==> src/rtl/irq_flag_ctl.sv <==
module irq_flag_ctl #(
  parameter int NWATCH = 3
) (
  input  logic              clk,
  input  logic              rst_n,
  input  logic              tmr_ovf,
  input  logic              ext_pin,
  input  logic              edge_rising,
  input  logic [NWATCH-1:0] watch_pins,
  input  logic              port_rd,
  output logic [NWATCH-1:0] port_rdata,
  input  logic              reg_we,
  input  logic [7:0]        reg_wdata,
  output logic [7:0]        reg_rdata,
  input  logic              irq_take,
  output logic              irq_o,
  output logic              wake_o
);
  logic [1:0]        ext_sync;
  logic              ext_prev;
  logic [NWATCH-1:0] w_meta, w_sync, w_copy;
  logic [2:0]        flags, enables, hw_set, pending;
  logic              gie, ext_edge, changed;

  always_ff @(posedge clk or negedge rst_n)
    if (!rst_n) begin
      ext_sync <= '0;
      ext_prev <= 1'b0;
      w_meta   <= '0;
      w_sync   <= '0;
      w_copy   <= '0;
    end else begin
      ext_sync <= {ext_sync[0], ext_pin};
      ext_prev <= ext_sync[1];
      w_meta   <= watch_pins;
      w_sync   <= w_meta;
      if (port_rd) w_copy <= w_sync;
    end

  assign ext_edge   = edge_rising ? (ext_sync[1] & ~ext_prev) : (~ext_sync[1] & ext_prev);
  assign changed    = |(w_sync ^ w_copy);
  assign hw_set     = {tmr_ovf, ext_edge, changed};
  assign port_rdata = w_sync;

  always_ff @(posedge clk or negedge rst_n)
    if (!rst_n) begin
      flags   <= '0;
      enables <= '0;
      gie     <= 1'b0;
    end else begin
      if (reg_we) begin
        flags   <= reg_wdata[2:0] | hw_set;
        enables <= reg_wdata[5:3];
      end else begin
        flags   <= flags | hw_set;
      end
      if (irq_take)    gie <= 1'b0;
      else if (reg_we) gie <= reg_wdata[7];
    end

  assign pending   = flags & enables;
  assign irq_o     = gie & (|pending);
  assign wake_o    = |pending;
  assign reg_rdata = {gie, 1'b0, enables, flags};

  p_tmr_sets_r2: assert property (@(posedge clk) disable iff (!rst_n)
    tmr_ovf |=> reg_rdata[2]);
  p_ext_sticky_r4: assert property (@(posedge clk) disable iff (!rst_n)
    (reg_rdata[1] && !reg_we) |=> reg_rdata[1]);
  p_take_drops_r7: assert property (@(posedge clk) disable iff (!rst_n)
    irq_take |=> (!irq_o && !reg_rdata[7]));
  p_hw_beats_write_r9: assert property (@(posedge clk) disable iff (!rst_n)
    (reg_we && !reg_wdata[2] && tmr_ovf) |=> reg_rdata[2]);
  p_bit6_zero_r10: assert property (@(posedge clk) disable iff (!rst_n)
    reg_we |=> !reg_rdata[6]);
  p_wake_needs_enable_r8: assert property (@(posedge clk) disable iff (!rst_n)
    (!reg_we && reg_rdata[5:3] == 3'b000) |=> !wake_o);
endmodule

==> config.mk <==
export PLATFORM = sky130hd
export DESIGN_NAME = irq_flag_ctl
export DESIGN_NICKNAME = d
export VERILOG_FILES = /design/src/rtl/irq_flag_ctl.sv
export SDC_FILE = /design/constraint.sdc
export NUM_CORES = 1
export LEC_CHECK = 0
export ABC_AREA = 1
export CORE_MARGIN = 3
export CORE_UTILIZATION = 43
export DETAILED_ROUTE_END_ITERATION = 7
export MAX_ROUTING_LAYER = met4
export PLACE_DENSITY = 0.81
export SLEW_MARGIN = 20
export SYNTH_ARGS = -nofsm -noshare
export SYNTH_HDL_FRONTEND = slang
export SYNTH_SLANG_ARGS = --single-unit
==> constraint.sdc <==
create_clock -name clk -period 2.3 [get_ports clk]
set_input_delay 0.23 -clock clk [delete_from_list [all_inputs] [get_ports clk]]
set_output_delay 0.23 -clock clk [all_outputs]
set_load 0.05 [all_outputs]
==> flow_summary_export.csv <==
group,metric,value,unit
global_route,gr-total-overflow,0,
floorplan,rows,14,
pwr,combPwrFrac,0.241,
clocking,clk_path_buf_depth,2,
pwr,vdd_drop_max,444.9,uV
critical_path,r2r-end,"flags[0]",
detailed_routing,num_vias,587,
layout,finalNetCount,131,
clocking,cts_setup_buffers,0,
layout,fillers,130,
clocking,cts.sinks,19,
global_route,grt_pass1_vias,523,
clocking,hold_buffers,0,
floorplan,fp.dieH,47.68,um
detailed_routing,wl_per_cell,11.01,um
detailed_routing,post-route-drc-count,0,
critical_path,reg2reg_depth,5,
pwr,power.internal,0.4904,mW
sta,maxSlewViolCount,0,
pwr,fin_total_pwr,0.7063,mW
layout,area_growth,41.54,%
detailed_routing,vias_per_cell,4.622,
detailed_routing,first_pass_iters,4,
critical_path,endpoint,"irq_o",
global_route,grt_use_total,0.1484,
clocking,cts_tree,"yes",
global_route,antenna_found_initial,0,
floorplan,ios,32,
synth,post_synth.cell_area_avg,9.222,um^2
critical_path,critPathMaxFanout,3,
global_route,grt_max_degree,20,
sta,skew,0.007649,ns
floorplan,dieArea,2273,um^2
worst_hold_path,hold_path.class,"input pin to flip-flop",
pwr,powerDensity,668.0,nW/um^2
floorplan,fp.coreArea,1577,um^2
critical_path,crit-reg2reg-launch,"port_rdata[1]",
critical_path,r2r_slack,1.51,ns
sta,fmax,0.5067,GHz
clocking,path_clk_slew,0.10,ns
synth,synth-seq-area-share,0.6365,
floorplan,initial_core_util,0.4738,
floorplan,die_x,47.68,um
detailed_routing,antenna_left,0,
critical_path,critPathArrivalTime,1.74,ns
pwr,p_seq_frac,0.524,
synth,synth_top_area_share,0.6365,
synth,ys_top_cells_by_area,"dfrtp_1 64%, nand2_1 16%, inv_1 5.0%",
outcome,status,"finished clean",
critical_path,critPathKind,"flip-flop to output pin",
sta,setup_tns,0,ns
sta,rsz0062_at_grt,"no",
synth,synth_area,747.0,um^2
layout,final_layout_size_suffix_gt1_frac,0.05405,
sta,hold_ws,0.3564,ns
synth,synthesis.nets,100,
critical_path,end_kind,"output pin",
layout,num_antenna_cells,0,
layout,ff_latch_area,475.5,um^2
sta,hold_violations,0,
sta,max_slew_margin,0.4678,
pwr,swShare,0.3056,
pwr,p_clk_frac,0.235,
clocking,numCtsBuffers,3,
critical_path,crit_required,2.07,ns
sta,tightest_slew,0.7957,ns
critical_path,crit_path_start,"flags[0]",
clocking,ctsResizeCount,0,
place,routabilityCongestion,0.7657,
sta,period_share,0.8580,
pwr,p_sw,0.2158,mW
synth,ys_ff_latch,19,
clocking,h-tree-depth,1,
place,dp_hpwl,1119,um
clocking,clk_latency,0.30,ns
sta,setup_violations,0,
synth,synth_top_area_cell,"dfrtp_1",
synth,yosys_warnings,0,
clocking,root_buffer,"clkbuf_4",
pwr,p_leak,0.5219,nW
detailed_routing,drt_iter0_markers,6,
synth,ys_types,14,
global_route,grt_pass1_wl,2166,um
place,port_buffers,29,
synth,synthCells,81,
critical_path,start_kind,"flip-flop",
sta,period_minus_slack,1.973,ns
layout,multiInputGateArea,198.9,um^2
job,drv_cap,0,
detailed_routing,drt_wl_total,1398,um
==> power groups by stage <==
stage          Sequential (mW)  Clock, mW  Combinational [mW]
4_1_cts                  0.370      0.173               0.173
3_3_place_gp             0.376          0               0.169
2_1_floorplan            0.414          0              0.0609
3_5_place_dp             0.377          0               0.173
5_1_grt                  0.374      0.187               0.183
6_report                 0.370      0.166               0.170
==> worst max-delay path, stage by stage (launching register included) <==
cell             delay, ns
dfrtp_1               0.39
nand2_1               0.07
nand3_1               0.10
nand2_1               0.05
inv_1                 0.04
clkdlybuf4s50_1       0.79
==> per-stage QoR <==
step | setup WS, ns | instance area [um^2] | util | instances
6_report | 0.3266 | 1057 | 0.6706 | 127
5_1_grt | 0.2240 | 1057 | 0.6706 | 127
4_1_cts | 0.3094 | 1057 | 0.6706 | 127
3_5_place_dp | 0.6476 | 1031 | 0.6540 | 123
3_3_place_gp | 0.6600 | 1031 | 0.6540 | 123
2_1_floorplan | 0.4810 | 747.0 | - | 81
==> state kept, by name, indices dropped and copies added (netlist names) <==
register,count
enables,3
flags,3
port_rdata,3
w_copy,3
w_meta,3
ext_sync,2
ext_prev,1
gie,1
==> worst min-delay path by stage <==
stage,from,endpoint,slack [ns],cells past startpoint
after floorplan,rst_n,enables[0],-0.07,0
after global placement,w_meta[2],port_rdata[2],0.33,0
after detailed placement,w_meta[0],port_rdata[0],0.34,0
after CTS,ext_pin,ext_sync[0],0.35,1
after global routing,watch_pins[0],w_meta[0],0.35,1
final,ext_pin,ext_sync[0],0.36,1
==> cells by family (layout without fill, tap and decap cells) <==
logic type / after synthesis / after routing / synth area share
AND/OR/NAND/NOR: 42 / 42 / 0.2278
flip-flops: 19 / 19 / 0.6365
buffers and inverters: 14 / 44 / 0.09715
AO/OA/AOI/OAI: 5 / 5 / 0.03348
other: 1 / 1 / 0.005020
==> layer usage <==
metal  vias to the layer above  part of all wire  global-route usage
li1                        298                 -                   -
met1                       271              0.39              0.1683
met2                        14              0.54              0.2322
met3                         4             0.049             0.03383
met4                         0             0.026             0.09677
met5                         -                 0                   -
==> synth_stat cells <==
cell,n
inv_1,10
nand2_1,32
o21ai_0,3
buf_6,1
nor3_2,1
nand2_2,1
buf_4,2
conb_1,1
o21ai_1,1
a21oi_1,1
nand3_1,3
dfrtp_1,19
nor2_1,5
inv_6,1
==> placed cells by master, fill, tap and decap left out <==
cell	netlist	routed
nor2_1	5	5
nand2_2	1	1
clkbuf_1	0	1
nand2_1	32	32
clkdlybuf4s50_1	0	29
clkbuf_4	0	3
nand3_1	3	3
inv_1	10	10
o21ai_0	3	3
o21ai_1	1	1
dfrtp_1	19	19
conb_1	1	1
inv_6	1	1
nor3_2	1	1
a21oi_1	1	1
==> final cells by class <==
type	instances	area share
clock buffer	4	0.02485
inverter	11	0.04379
multi-input combinational	48	0.1882
sequential	19	0.4497
tap	16	0.01893
timing repair buffer	29	0.2746
Power figures use the tool's default switching activity.
